===== config.mk =====
export PLATFORM = sky130hd
export DESIGN_NAME = wake_list_reader
export DESIGN_NICKNAME = d
export VERILOG_FILES = /design/src/rtl/wake_pkg.sv /design/src/rtl/wake_slot.sv /design/src/rtl/wake_scan.sv /design/src/rtl/wake_list_reader.sv
export SDC_FILE = /design/constraint.sdc
export NUM_CORES = 1
export LEC_CHECK = 0
export ABC_AREA = 1
export BUFFER_PORTS_ARGS = -buffer_cell sky130_fd_sc_hd__buf_4
export CELL_PAD_IN_SITES_DETAIL_PLACEMENT = 0
export CELL_PAD_IN_SITES_GLOBAL_PLACEMENT = 1
export CORE_MARGIN = 3
export CORE_UTILIZATION = 30
export DETAILED_ROUTE_END_ITERATION = 10
export PLACE_DENSITY = 0.77
export SLEW_MARGIN = 20
export SYNTH_ARGS = -nofsm -noshare
export SYNTH_HDL_FRONTEND = slang
export SYNTH_HIERARCHICAL = 1
export SYNTH_SLANG_ARGS = --single-unit

===== constraint.sdc =====
create_clock -name clk_i -period 5.5 [get_ports clk_i]
set_input_delay 0.825 -clock clk_i [delete_from_list [all_inputs] [get_ports clk_i]]
set_output_delay 0.825 -clock clk_i [all_outputs]
set_load 0.02 [all_outputs]

===== src/rtl/wake_pkg.sv =====
package wake_pkg;
  localparam int unsigned WB_READ   = 0;
  localparam int unsigned WB_WRITE  = 1;
  localparam int unsigned WB_CLOSED = 2;
  localparam int unsigned WAKE_W    = 3;

  typedef logic [WAKE_W-1:0] wake_mask_t;

  typedef enum logic {
    SEL_CHAN = 1'b0,
    SEL_MASK = 1'b1
  } rd_sel_e;
endpackage


===== src/rtl/wake_slot.sv =====
module wake_slot
  import wake_pkg::*;
(
  input  logic       clk_i,
  input  logic       rst_ni,
  input  logic       evt_rd_i,
  input  logic       evt_wr_i,
  input  logic       evt_cl_i,
  input  logic       arm_rd_i,
  input  logic       arm_wr_i,
  input  logic       consume_i,
  output wake_mask_t pend_o,
  output logic       armed_rd_o,
  output logic       armed_wr_o
);
  wake_mask_t pend_q;
  wake_mask_t arrive;
  logic       arm_rd_q;
  logic       arm_wr_q;

  // Gate readable/writable at arrival on arms held before this cycle.
  always_comb begin
    arrive            = '0;
    arrive[WB_READ]   = evt_rd_i & arm_rd_q;
    arrive[WB_WRITE]  = evt_wr_i & arm_wr_q;
    arrive[WB_CLOSED] = evt_cl_i;
  end

  always_ff @(posedge clk_i or negedge rst_ni) begin
    if (!rst_ni) begin
      pend_q   <= '0;
      arm_rd_q <= 1'b0;
      arm_wr_q <= 1'b0;
    end else begin
      // Retire the snapshot that was reported; keep same-cycle arrivals.
      pend_q   <= consume_i ? arrive : (pend_q | arrive);
      arm_rd_q <= arm_rd_i | (arm_rd_q & ~(consume_i & pend_q[WB_READ]));
      arm_wr_q <= arm_wr_i | (arm_wr_q & ~(consume_i & pend_q[WB_WRITE]));
    end
  end

  assign pend_o     = pend_q;
  assign armed_rd_o = arm_rd_q;
  assign armed_wr_o = arm_wr_q;
endmodule


===== src/rtl/wake_scan.sv =====
module wake_scan #(
  parameter int unsigned NUM_CH = 8,
  parameter int unsigned IDX_W  = (NUM_CH > 1) ? $clog2(NUM_CH) : 1
) (
  input  logic [NUM_CH-1:0] busy_i,
  output logic              hit_o,
  output logic [IDX_W-1:0]  idx_o
);
  // Lowest busy index wins: walk downward so later assignments override.
  always_comb begin
    hit_o = 1'b0;
    idx_o = '0;
    for (int i = NUM_CH - 1; i >= 0; i--) begin
      if (busy_i[i]) begin
        hit_o = 1'b1;
        idx_o = IDX_W'(i);
      end
    end
  end
endmodule


===== src/rtl/wake_list_reader.sv =====
module wake_list_reader
  import wake_pkg::*;
#(
  parameter int unsigned NUM_CH = 8,
  parameter int unsigned DATA_W = 32
) (
  input  logic              clk_i,
  input  logic              rst_ni,
  input  logic [NUM_CH-1:0] evt_readable_i,
  input  logic [NUM_CH-1:0] evt_writable_i,
  input  logic [NUM_CH-1:0] evt_closed_i,
  input  logic [NUM_CH-1:0] arm_rd_i,
  input  logic [NUM_CH-1:0] arm_wr_i,
  input  logic              rd_en_i,
  input  logic              rd_sel_i,
  output logic [DATA_W-1:0] rd_data_o,
  output logic              irq_o
);
  localparam int unsigned IDX_W = (NUM_CH > 1) ? $clog2(NUM_CH) : 1;

  wake_mask_t        pend_w [NUM_CH];
  logic [NUM_CH-1:0] busy;
  logic [NUM_CH-1:0] consume;
  logic [NUM_CH-1:0] pend_rd_vec;
  logic [NUM_CH-1:0] arm_rd_vec;
  logic [NUM_CH-1:0] pend_wr_vec;
  logic [NUM_CH-1:0] arm_wr_vec;

  logic              hit;
  logic [IDX_W-1:0]  hit_idx;
  logic              sel_valid_q;
  logic [IDX_W-1:0]  sel_idx_q;
  logic [DATA_W-1:0] rd_data_q;
  logic              chan_rd;
  logic              mask_rd;

  assign chan_rd = rd_en_i & (rd_sel_e'(rd_sel_i) == SEL_CHAN);
  assign mask_rd = rd_en_i & (rd_sel_e'(rd_sel_i) == SEL_MASK);

  for (genvar g = 0; g < NUM_CH; g++) begin : g_slot
    assign consume[g] = mask_rd & sel_valid_q & (sel_idx_q == IDX_W'(g));

    wake_slot u_slot (
      .clk_i      (clk_i),
      .rst_ni     (rst_ni),
      .evt_rd_i   (evt_readable_i[g]),
      .evt_wr_i   (evt_writable_i[g]),
      .evt_cl_i   (evt_closed_i[g]),
      .arm_rd_i   (arm_rd_i[g]),
      .arm_wr_i   (arm_wr_i[g]),
      .consume_i  (consume[g]),
      .pend_o     (pend_w[g]),
      .armed_rd_o (arm_rd_vec[g]),
      .armed_wr_o (arm_wr_vec[g])
    );

    assign busy[g]        = |pend_w[g];
    assign pend_rd_vec[g] = pend_w[g][WB_READ];
    assign pend_wr_vec[g] = pend_w[g][WB_WRITE];
  end

  wake_scan #(
    .NUM_CH (NUM_CH),
    .IDX_W  (IDX_W)
  ) u_scan (
    .busy_i (busy),
    .hit_o  (hit),
    .idx_o  (hit_idx)
  );

  always_ff @(posedge clk_i or negedge rst_ni) begin
    if (!rst_ni) begin
      sel_valid_q <= 1'b0;
      sel_idx_q   <= '0;
      rd_data_q   <= '0;
    end else if (chan_rd) begin
      sel_valid_q <= hit;
      sel_idx_q   <= hit_idx;
      rd_data_q   <= hit ? (DATA_W'(hit_idx) + DATA_W'(1)) : '0;
    end else if (mask_rd) begin
      sel_valid_q <= 1'b0;
      rd_data_q   <= sel_valid_q ? DATA_W'(pend_w[sel_idx_q]) : '0;
    end
  end

  assign rd_data_o = rd_data_q;
  assign irq_o     = |busy;
endmodule


* Word level (Yosys, flattened, before mapping)
Index checks and enable logic that the tools add are counted.
Cells by class: add/subtract/negate cells 1, $mul 0, divide/modulo/power cells 0, $lt $le $gt $ge 1, equality and inequality tests 7, shift operators 0, muxes and demuxes 33, bitwise gates (word level) 101, reduce and logical (&&, ||, !) cells 11
Operators with widths (number):
- 32-bit two-way mux | 2
- 1-bit bitwise AND | 59
- 3-bit two-way mux | 19
- 3-bit OR | 8
- 24-bit OR reduction | 1
- 3-bit OR reduction | 8
- 1-bit NOT | 17
- 1-bit OR | 16
- 3-bit == test, second input constant | 4
- 1-bit two-way mux | 10
- 3-bit binary-select mux with 3-bit select | 1
- 3-bit by 2-bit == test with 1-bit output, second input constant | 2
- 3-bit by 1-bit adder with 4-bit output, second input constant | 1
- 4-bit >= comparator, second input constant | 1
- 4-bit two-way mux | 1
- 3-bit NOT with 4-bit output | 1
- 3-bit by 1-bit == test with 1-bit output, second input constant | 1
- 3-bit zero test | 1
- 2-bit nonzero test | 1
Storage, ports and cells: register bits after elaboration 76, bits in latches 0, memory bits (writable) 0, memory bits (read-only) 0, bits of input ports 44, output and inout port bits 33, logic and storage cells 181, memories 0

* Depth between registers and ports, before layout
word-level depth 12, gate-level depth with buffers 13, depth with buffers taken out 13

* Modules after synthesis
The synthesis kept the hierarchy.
Modules (own cells, without submodules):
- wake_slot | instances 8, cells an instance 21, area an instance 191.4 µm², sequential area each 125.1 µm²
- wake_list_reader | instances 1, cells an instance 177, area an instance 1116.1 µm², sequential area each 200.2 µm²
- wake_scan | instances 1, cells an instance 22, area an instance 98.8 µm², sequential area each 0.0 µm²

* Worst setup path before layout
No wires, ideal clock.
path kind register -> register, from register g_slot[7].u_slot.pend_q[2], to register rd_data_q[2] (netlist: rd_data_o[2]), setup time 0.122 ns, arrival 1.949 ns, required time 5.378 ns, path slack 3.430 ns, stages on the path, launching flop included 10, buffers on the path 0, clock period less this slack 2.070 ns, cell sequence dfrtp_1 -> or2_2 -> or2_2 -> or2_1 -> nand3_1 -> a31oi_1 -> ha_1 -> xor2_1 -> a21oi_1 -> a21oi_2
Between the ends: longest elaborated chain between the ends 12, elaborated cells on any way between the ends 25, classes of those cells add/sub (1); mux (23); reduce/logical (1)
RTL lines:
- start, declared | line wake_slot.sv:16 | wake_mask_t pend_q;
- start signal, assigned | line wake_slot.sv:36 | pend_q <= consume_i ? arrive : (pend_q | arrive);
- 3-bit OR reduction | line wake_list_reader.sv:57 | assign busy[g] = |pend_w[g];
- named net busy[7] | line wake_list_reader.sv:22 | logic [NUM_CH-1:0] busy;
- 3-bit two-way mux (8 in series) | line wake_scan.sv:14 | if (busy_i[i]) begin
- named net hit_idx[1] | line wake_list_reader.sv:30 | logic [IDX_W-1:0] hit_idx;
- 3-bit by 1-bit adder with 4-bit output | line wake_list_reader.sv:79 | rd_data_q <= hit ? (DATA_W'(hit_idx) + DATA_W'(1)) : '0;
- 4-bit two-way mux | line wake_list_reader.sv:79
- 32-bit two-way mux | line wake_list_reader.sv:76 | end else if (chan_rd) begin
- end signal, assigned | line wake_list_reader.sv:79
- end signal, assigned | line wake_list_reader.sv:82 | rd_data_q <= sel_valid_q ? DATA_W'(pend_w[sel_idx_q]) : '0;
- end, declared | line wake_list_reader.sv:33 | logic [DATA_W-1:0] rd_data_q;
The timed path passes the listed nets, and every way through them passes these cells. The select of a mux whose other input is x is not followed. A chain may end at the register's enable or synchronous reset.

* Final worst setup path
from register g_slot[7].u_slot.pend_q[0], to output port irq_o
Between the ends: longest elaborated chain between the ends 1
RTL lines:
- 24-bit OR reduction | line wake_list_reader.sv:87 | assign irq_o = |busy;
- end, declared | line wake_list_reader.sv:17 | output logic irq_o
Every way passes these cells.

==> out/qor.txt <==
Status -> completed
Maxcap violations -> 0
CTS Sinks -> 48
R2R cell count -> 9
Post-synthesis simple-gate area fraction -> 0.2756
PwrDens -> 216.6 nW/um^2
I/O pins -> 77
Core box area -> 8806 um^2
Diode count -> 0
Fillers -> 948
Ys Warns -> 6
WP data required -> 4.68 ns
Slew @ Worst Pin -> 0.8000 ns
Final min period -> 2.399 ns
CP Capture Type -> output port
Vias per cell -> 4.139
Resize count post-CTS -> 0
Initial Util -> 0.3119
Number of global-route vias before repair -> 2073
Compound-cell area share of the yosys netlist -> 0.08565
First-pass iteration count of the detailed router -> 4
Maximum vdd drop -> 0.09234 mV
Worst hold path type -> reg -> reg
Worst R2R Setup Slack -> 3.30 ns
Cell Count, Final, Fillers Out -> 527
Initial DRC Count -> 166
Via count of the routed design -> 2181
Clock tree from TritonCTS -> built
Total congestion overflow -> 0
XOR/XNOR Fraction of Synth Area -> 0.003189
Slew Viols, Final -> 0
Cells after Synth -> 367
Seq/Total Area, Yosys -> 0.4374
Syn avg cell area -> 7.483 um^2
Synth Cell Area -> 2746 um^2
Tot GR Track Use -> 0.1169
Die area -> 10340 um^2
Synth Area in Adders -> 0.004556
Static Leakage -> 1.915 nW
RR Startpoint -> g_slot[7].u_slot/pend_o[2]$_DFF_PN0_
First-pass GRT wire length -> 9501 um
Placed cell area -> 3090 um^2
Row count -> 34
Clk Latency, worst-skew pair -> 0.30 ns
Relative slew slack -> 0.4667
Startpoint Class -> register
RSZ-0062 raised after global routing -> no
Worst hold start -> g_slot[2].u_slot/armed_rd_o$_DFF_PN0_
Bufs on Longest Clock Path -> 2
Hold Violations, Final -> 0
FMAX -> 416.9 MHz
Clock Root Buffer -> clkbuf_8
Worst R2R End -> rd_data_o[2]$_DFFE_PN0P_
Total Wirelength -> 5578 um
Post-synthesis sequential element count -> 48
Largest family of logic cells by synthesized area -> simple AND/OR/NAND/NOR gates
Port buffer count -> 48
Worst Skew -> 0.006530 ns
Htree depth -> 2
Commonest cells after routing, fill and taps aside -> nand2_1 (109), inv_1 (68), dfrtp_1 (48), buf_4 (48), conb_1 (28)
CP Max Fanout -> 5
Nets@finish -> 463
CTS clk-pin slew, worst paths -> 0.09 ns
Setup CP Type -> reg -> out
Layout cells sized above 1 -> 0.1981
Area Overhead vs Synth -> 16.58%
Routed wire per std cell -> 10.58 um
Initial antenna violation count -> 0
Multi-input logic area -> 1119 um^2
Post CTS Setup Buffer Count -> 0
Hold Path Depth -> 2
Finished Cell Area -> 3202 um^2
# hold bufs at CTS -> 0
Antenna-violating nets left -> 0
Drc violations -> 0
Hold worst-path end -> g_slot[2].u_slot/armed_rd_o$_DFF_PN0_
Mux cell area share after synthesis -> 0
Final setup fails -> 0
Die width -> 101.7 um
CTS Buf Count -> 5
Commonest non-fill, non-tap cell in the layout -> nand2_1
Routability cong. -> 0.9077
Die height -> 101.7 um
DP Wirelength -> 4457 um
Post-route clock period utilization -> 0.4361
Crit path DAT -> 1.57 ns
Setup TNS -> 0 ns
Post-synth cell types -> 28
Sequential cell area -> 1201 um^2
Largest net degree at the start of global routing -> 49
Dpl cells -> 519
## metrics by stage
step	util	hold slack, ns	setup WS, ns	total power [W]
after floorplan	-	0.4411	3.430	0.0004246
final	0.3636	0.4762	3.101	0.0006937
after CTS	0.3636	0.4829	3.083	0.0007092
after detailed placement	0.3510	0.4575	3.325	0.0004503
after global placement	0.3510	0.4529	3.351	0.0004498
after global routing	0.3636	0.5012	2.913	0.0007313
## how the worst max path moves through the flow
stage                                    startpoint                       end  slack [ns]  depth (start not counted)
6_report       g_slot[7].u_slot/pend_o[0]$_DFF_PN0_                     irq_o        3.10                          4
5_1_grt        g_slot[7].u_slot/pend_o[0]$_DFF_PN0_                     irq_o        2.91                          4
4_1_cts        g_slot[7].u_slot/pend_o[0]$_DFF_PN0_                     irq_o        3.08                          4
3_5_place_dp   g_slot[7].u_slot/pend_o[2]$_DFF_PN0_  rd_data_o[2]$_DFFE_PN0P_        3.33                          9
3_3_place_gp   g_slot[7].u_slot/pend_o[2]$_DFF_PN0_  rd_data_o[2]$_DFFE_PN0P_        3.35                          9
2_1_floorplan  g_slot[7].u_slot/pend_o[2]$_DFF_PN0_  rd_data_o[2]$_DFFE_PN0P_        3.43                          9
## cells by family (layout without fill, tap and decap cells)
| logic type | Yosys count | in the layout |
|---|---|---|
| flops | 48 | 48 |
| other cells | 1 | 28 |
| xor+xnor | 1 | 1 |
| fa+ha+maj | 1 | 1 |
| compound gates | 39 | 39 |
| buf+inv | 103 | 128 |
| simple gates | 174 | 174 |
## final cells by class
class                      instances  share of cell area
clock buffer                       5             0.02149
clock inverter                     3             0.01329
inverter                          72             0.08597
multi-input combinational        243              0.3494
sequential                        48              0.3751
tap                              108             0.04220
timing repair buffer              48              0.1125
## routing by layer
layer | global-route usage | part of all wire | up-vias | routed length [um]
met4 | 0.03579 | 0.014 | 0 | 78
met2 | 0.1771 | 0.45 | 66 | 2483
met5 | 0 | 0 | - | 0
met1 | 0.1662 | 0.48 | 961 | 2673
li1 | - | - | 1147 | -
met3 | 0.02617 | 0.061 | 7 | 342
## worst max-delay path: stages, from the launching register on
cell and delay (ns):
dfrtp_1 0.44, or2_2 0.29, nor4_1 0.23, nand3_1 0.14
buf_4 0.18
## cells in the mapped netlist
| cell | instances | area share |
|---|---|---|
| nand3_1 | 18 | 0.033 |
| nor3_2 | 2 | 0.0073 |
| or2_1 | 2 | 0.0046 |
| inv_6 | 1 | 0.0032 |
| nand2_2 | 8 | 0.018 |
| xor2_1 | 1 | 0.0032 |
| inv_2 | 3 | 0.0041 |
| buf_4 | 28 | 0.077 |
| or2_2 | 6 | 0.014 |
| ha_1 | 1 | 0.0046 |
| a31oi_1 | 1 | 0.0023 |
| buf_12 | 1 | 0.0073 |
| o21ai_0 | 21 | 0.038 |
| nor4_1 | 2 | 0.0046 |
| nand3_2 | 1 | 0.0036 |
| o21ai_2 | 2 | 0.0064 |
| nor2_4 | 1 | 0.0041 |
| a21oi_1 | 3 | 0.0055 |
| a21oi_2 | 3 | 0.0096 |
| nor2_1 | 21 | 0.029 |
| nand4_1 | 4 | 0.0091 |
| o21ai_1 | 1 | 0.0018 |
| dfrtp_1 | 48 | 0.44 |
| o21bai_1 | 8 | 0.022 |
| buf_6 | 2 | 0.0082 |
| inv_1 | 68 | 0.093 |
| nand2_1 | 109 | 0.15 |
| conb_1 | 1 | 0.0014 |
## flip-flops by register name (all words and copies together) (netlist names)
signal and cells:
g_slot.u_slot/pend_o 24, sel_valid_q 1, rd_data_o 4, g_slot.u_slot/armed_rd_o 8, sel_idx_q 3, g_slot.u_slot/armed_wr_o 8
## report_power, final
group          internal (W)  switching (W)
combinational     0.0000326      0.0000477
clock              0.000135       0.000117
sequential         0.000358     0.00000359
total              0.000525       0.000168
Power figures use the tool's default switching activity.
